File: src/rtl/flash_status_guard.sv
module flash_status_guard #(
  parameter int AW = 19
) (
  input  logic          clk,
  input  logic          rst_n,
  input  logic          op_end,
  input  logic [7:0]    op_code,
  input  logic [7:0]    op_data,
  input  logic          wp_n,
  input  logic          busy_in,
  input  logic          seq_mode_in,
  input  logic          prog_done,
  input  logic          erase_done,
  input  logic          seq_top_hit,
  input  logic [AW-1:0] qry_addr,
  output logic [7:0]    status_byte,
  output logic          addr_protected,
  output logic          prog_grant,
  output logic          chip_grant
);

  localparam logic [7:0] OP_WREN = 8'h06;
  localparam logic [7:0] OP_WRDI = 8'h04;
  localparam logic [7:0] OP_ARM  = 8'h50;
  localparam logic [7:0] OP_SWR  = 8'h01;

  logic       wel_q, bpl_q, armed_q;
  logic [1:0] bp_q;

  wire is_swr    = op_end && (op_code == OP_SWR);
  wire swr_ok    = is_swr && armed_q && (wp_n || !bpl_q);
  wire wel_clear = prog_done || erase_done || seq_top_hit ||
                   (op_end && (op_code == OP_WRDI));
  wire wel_set   = op_end && (op_code == OP_WREN);

  always_ff @(posedge clk or negedge rst_n) begin
    if (!rst_n) begin
      wel_q   <= 1'b0;
      bpl_q   <= 1'b0;
      bp_q    <= 2'b11;
      armed_q <= 1'b0;
    end else begin
      if (op_end)
        armed_q <= (op_code == OP_ARM);
      if (wel_clear)
        wel_q <= 1'b0;
      else if (wel_set)
        wel_q <= 1'b1;
      if (swr_ok) begin
        bpl_q <= op_data[7];
        bp_q  <= op_data[3:2];
      end
    end
  end

  assign status_byte = {bpl_q, seq_mode_in, 2'b00, bp_q, wel_q, busy_in};

  wire [1:0] top2 = qry_addr[AW-1:AW-2];
  always_comb begin
    case (bp_q)
      2'b00:   addr_protected = 1'b0;
      2'b01:   addr_protected = (top2 == 2'b11);
      2'b10:   addr_protected = top2[1];
      default: addr_protected = 1'b1;
    endcase
  end

  assign prog_grant = wel_q && !addr_protected;
  assign chip_grant = wel_q && (bp_q == 2'b00);

  assert_reserved_zero_R2: assert property (@(posedge clk) disable iff (!rst_n)
    status_byte[5:4] == 2'b00);

  assert_wren_sets_R3: assert property (@(posedge clk) disable iff (!rst_n)
    (op_end && op_code == OP_WREN && !prog_done && !erase_done && !seq_top_hit)
    |=> status_byte[1]);

  assert_done_clears_R4: assert property (@(posedge clk) disable iff (!rst_n)
    (prog_done || erase_done || seq_top_hit) |=> !status_byte[1]);

  assert_unarmed_ignored_R5: assert property (@(posedge clk) disable iff (!rst_n)
    (is_swr && !armed_q) |=> ($stable(status_byte[7]) && $stable(status_byte[3:2])));

  assert_locked_ignored_R8: assert property (@(posedge clk) disable iff (!rst_n)
    (is_swr && !wp_n && status_byte[7]) |=> ($stable(status_byte[7]) && $stable(status_byte[3:2])));

  assert_grant_needs_wel_R11: assert property (@(posedge clk) disable iff (!rst_n)
    (prog_grant || chip_grant) |-> status_byte[1]);

  assert_full_guard_R10: assert property (@(posedge clk) disable iff (!rst_n)
    (status_byte[3:2] == 2'b11) |-> (addr_protected && !prog_grant));

endmodule

File: config.mk
export PLATFORM = sky130hd
export DESIGN_NAME = flash_status_guard
export DESIGN_NICKNAME = d
export VERILOG_FILES = /design/src/rtl/flash_status_guard.sv
export SDC_FILE = /design/constraint.sdc
export NUM_CORES = 1
export LEC_CHECK = 0
export BUFFER_PORTS_ARGS = -buffer_cell sky130_fd_sc_hd__buf_2
export CAP_MARGIN = 25
export CORE_AREA = 10 10 47 49
export DETAILED_ROUTE_END_ITERATION = 6
export DIE_AREA = 0 0 57 59
export GPL_ROUTABILITY_DRIVEN = 1
export PLACE_DENSITY = 0.75
export SLEW_MARGIN = 20
export SYNTH_ARGS = -nofsm -noshare
export SYNTH_HDL_FRONTEND = slang
export SYNTH_SLANG_ARGS = --single-unit
File: constraint.sdc
create_clock -name clk -period 1.5 [get_ports clk]
set_input_delay 0.075 -clock clk [delete_from_list [all_inputs] [get_ports clk]]
set_output_delay 0.075 -clock clk [all_outputs]
set_load 0.01 [all_outputs]
==> metrics.md <==
| Metric | Value |
|---|---|
| Share of total power in combinational logic | `14.3%` |
| Post_cts resized | `0` |
| Synth async-reset ratio | `100%` |
| Slowest cell on crit path | `dfrtp_1` |
| DIE HEIGHT | `59 um` |
| I/O pin total | `55` |
| Clock H-tree levels | `1` |
| Clock network fraction of design power | `46.8%` |
| #FFs+latches synth | `5` |
| TritonRoute pass-1 iters | `4` |
| Mapped Cells | `34` |
| CP peak stage delay | `0.38 ns` |
| Via count | `365` |
| Seq/Total Area, Yosys | `36.8%` |
| Routability cong. | `0.667` |
| Die W | `57 um` |
| Iteration-0 DRC Markers | `6` |
| CP Capture Type | `flip-flop` |
| Detailed-placement wirelength estimate | `981 um` |
| Switch Pwr | `81.6 uW` |
| P_leak | `0.277 nW` |
| Diode count | `0` |
| Max Cap Violations | `0` |
| Worst-Skew Late Latency | `0.25 ns` |
| Cell-internal power | `268 uW` |
| Fill cell count | `154` |
| Core Area | `1400 sq um` |
| Clk buf depth | `2` |
| CP Class | `reg -> reg` |
| Gr usage total | `6.52%` |
| Primary FF master, synth | `dfrtp_1` |
| Die footprint | `3360 sq um` |
| Status | `finished clean` |
| CTS tree | `yes` |
| Max Fclk | `0.726 GHz` |
| Min Tclk post-route | `1.38 ns` |
| Final #Nets | `110` |
| Post-synth cell types | `20` |
| Final core utilization | `38.3%` |
| Row count | `14` |
| DRC Markers | `0` |
| Cell Pwr Density | `652 nW/um^2` |
| Setup TNS | `0 ns` |
| Final global-route overflow total | `0` |
| Hold Vio Cnt, Final | `0` |
| Worst EP required | `1.63 ns` |
| First-pass GRT wire length | `1.70 mm` |
| Synth warn | `0` |
| Placed insts | `73` |
| HP Class | `in -> reg` |
| Initial antenna violation count | `0` |
| Maximum vdd drop | `197 uV` |
| Synth top cells by count | `6 x buf_4, 3 x dfrtp_1, 3 x mux2_2` |
| Post-synthesis cell type with the largest combined area | `dfrtp_1` |
| Placed cell area | `470 sq um` |
| Top-count cell post-synth | `buf_4` |
| Synth top area cells | `dfrtp_1 22%, dfstp_2 15%, buf_4 13%, mux2_2 9.7%, nor4b_4 6.9%` |
| CP arrival | `1.51 ns` |
| Syn_area_per_cell | `10.2 sq um` |
| Worst Setup Start Kind | `flip-flop` |
| Vias in the first global route | `417` |
| Unrepaired setup endpoints after global routing | `false` |
| Final setup skew | `0.00339 ns` |
| Final Max Slew Viols | `0` |
| Starting Density | `24.7%` |
| Largest net degree at the start of global routing | `6` |
| Clk sink count | `5` |
| Vias per inst | `4.51` |
| Switching Share | `23.3%` |
| Post-synth EDFFs | `0` |
| DR WL/cell | `13.7 um` |
| Remaining antenna violation count | `0` |
| Clock transition at the registers of the reported paths | `0.05 ns` |
| CP Max Fanout | `3` |
| Yosys top cell area share | `21.7%` |
| Final Power | `350 uW` |
| Flop pwr share | `38.9%` |
| P&R area growth vs syn | `54.9%` |
| Cell area after layout | `537 sq um` |
| Port bufs | `26` |
| Fin crit share | `91.8%` |
| WL final | `1.11 mm` |
| Cts bufs inserted | `3` |
| Share of cells above drive strength 1 | `60.0%` |
| Mapped Area | `347 sq um` |
| Final Instance Count excl. Fillers | `81` |
| Root Buffer | `clkbuf_4` |
| Cell Chain, Critical Path | `and2b_2 -> nor4b_4 -> mux2_2` |
| Setup Viol. Count Final | `0` |
[cell type report]
class	instances	area, sq um	share of cell area (%)
inverters	2	7.51	1.40
flip-flops and latches	5	128	23.8
repair buffers	32	185	34.5
clock buffers	4	26.3	4.90
well taps	16	20.0	3.73
multi-input cells	22	170	31.7
[stage by stage]
| step | setup slack, ns | hold WS (ns) |
|---|---|---|
| global route | 0.0900 | 0.0591 |
| finish | 0.123 | 0.0572 |
| global placement | -0.0750 | -0.110 |
| floorplan | 0.0909 | -0.221 |
| CTS | 0.114 | 0.00695 |
| detailed placement | -0.0868 | -0.101 |
[critical path, delay by kind of cell, from the launching register on]
family	cells	cell delay [ns]
and+or+nand+nor	2	0.50
muxes	1	0.37
DFF	1	0.38
[flip-flops by register name, summed over array words and instances (netlist names)]
name and flops:
wel_q 1, bpl_q 1, armed_q 1, bp_q 2
[per-layer routing]
layer / track usage (%) / part of all wire, %
met3: 4.94 / 13
met2: 11.2 / 55
met4: 4.70 / 3.2
met1: 4.96 / 29
met5: 0 / 0
[path summary, 6_finish.rpt]
| path | endpoint | slack, ns | from | cells after the start |
|---|---|---|---|---|
| max | bpl_q | 0.12 | bpl_q | 3 |
| min reg2reg | armed_q | 0.54 | armed_q | 2 |
| max in group asynchronous | bp_q[0] | 1.12 | rst_n | 2 |
| min | bp_q[0] | 0.06 | op_data[2] | 2 |
| max reg2reg | bpl_q | 0.12 | bpl_q | 3 |
| min in group asynchronous | wel_q | 0.17 | rst_n | 2 |
[power groups by stage]
stage	clock network (mW)	registers [mW]	logic, mW
after detailed placement	0	0.138	0.0426
after global placement	0	0.138	0.0405
after CTS	0.165	0.136	0.0448
after floorplan	0	0.138	0.0185
final	0.164	0.136	0.0502
after global routing	0.176	0.136	0.0560
[logic make-up after synthesis]
logic type / Yosys count / share of synthesized area, %
buf+inv: 8 / 15.2
other cells: 1 / 1.08
flops: 5 / 36.8
compound gates: 4 / 7.94
mux: 3 / 9.75
simple gates: 13 / 29.2
[repair_timing]
item,4_1_cts,5_1_grt
hold buffers,1,3
hold endpoints to repair,5,1
setup buffers,0,0
[cells in the final DEF, fill, tap and decap left out]
cell type | synthesis | final
a2111oi_0 | 1 | 1
a21o_1 | 1 | 1
and2b_2 | 1 | 1
buf_2 | 0 | 26
buf_4 | 6 | 2
clkbuf_1 | 0 | 1
clkbuf_4 | 0 | 3
conb_1 | 1 | 2
dfrtp_1 | 3 | 3
dfstp_2 | 2 | 2
dlygate4sd3_1 | 0 | 4
inv_1 | 2 | 2
mux2_2 | 3 | 3
nand2_1 | 2 | 2
nand3_1 | 2 | 2
nand4b_1 | 1 | 1
nor2_1 | 2 | 2
nor3_1 | 1 | 1
nor4_1 | 1 | 1
nor4b_4 | 1 | 1
nor4bb_1 | 1 | 1
o21ai_0 | 1 | 1
o22ai_1 | 1 | 1
or4b_4 | 1 | 1
Note: power is estimated with default switching activity, not from simulation.
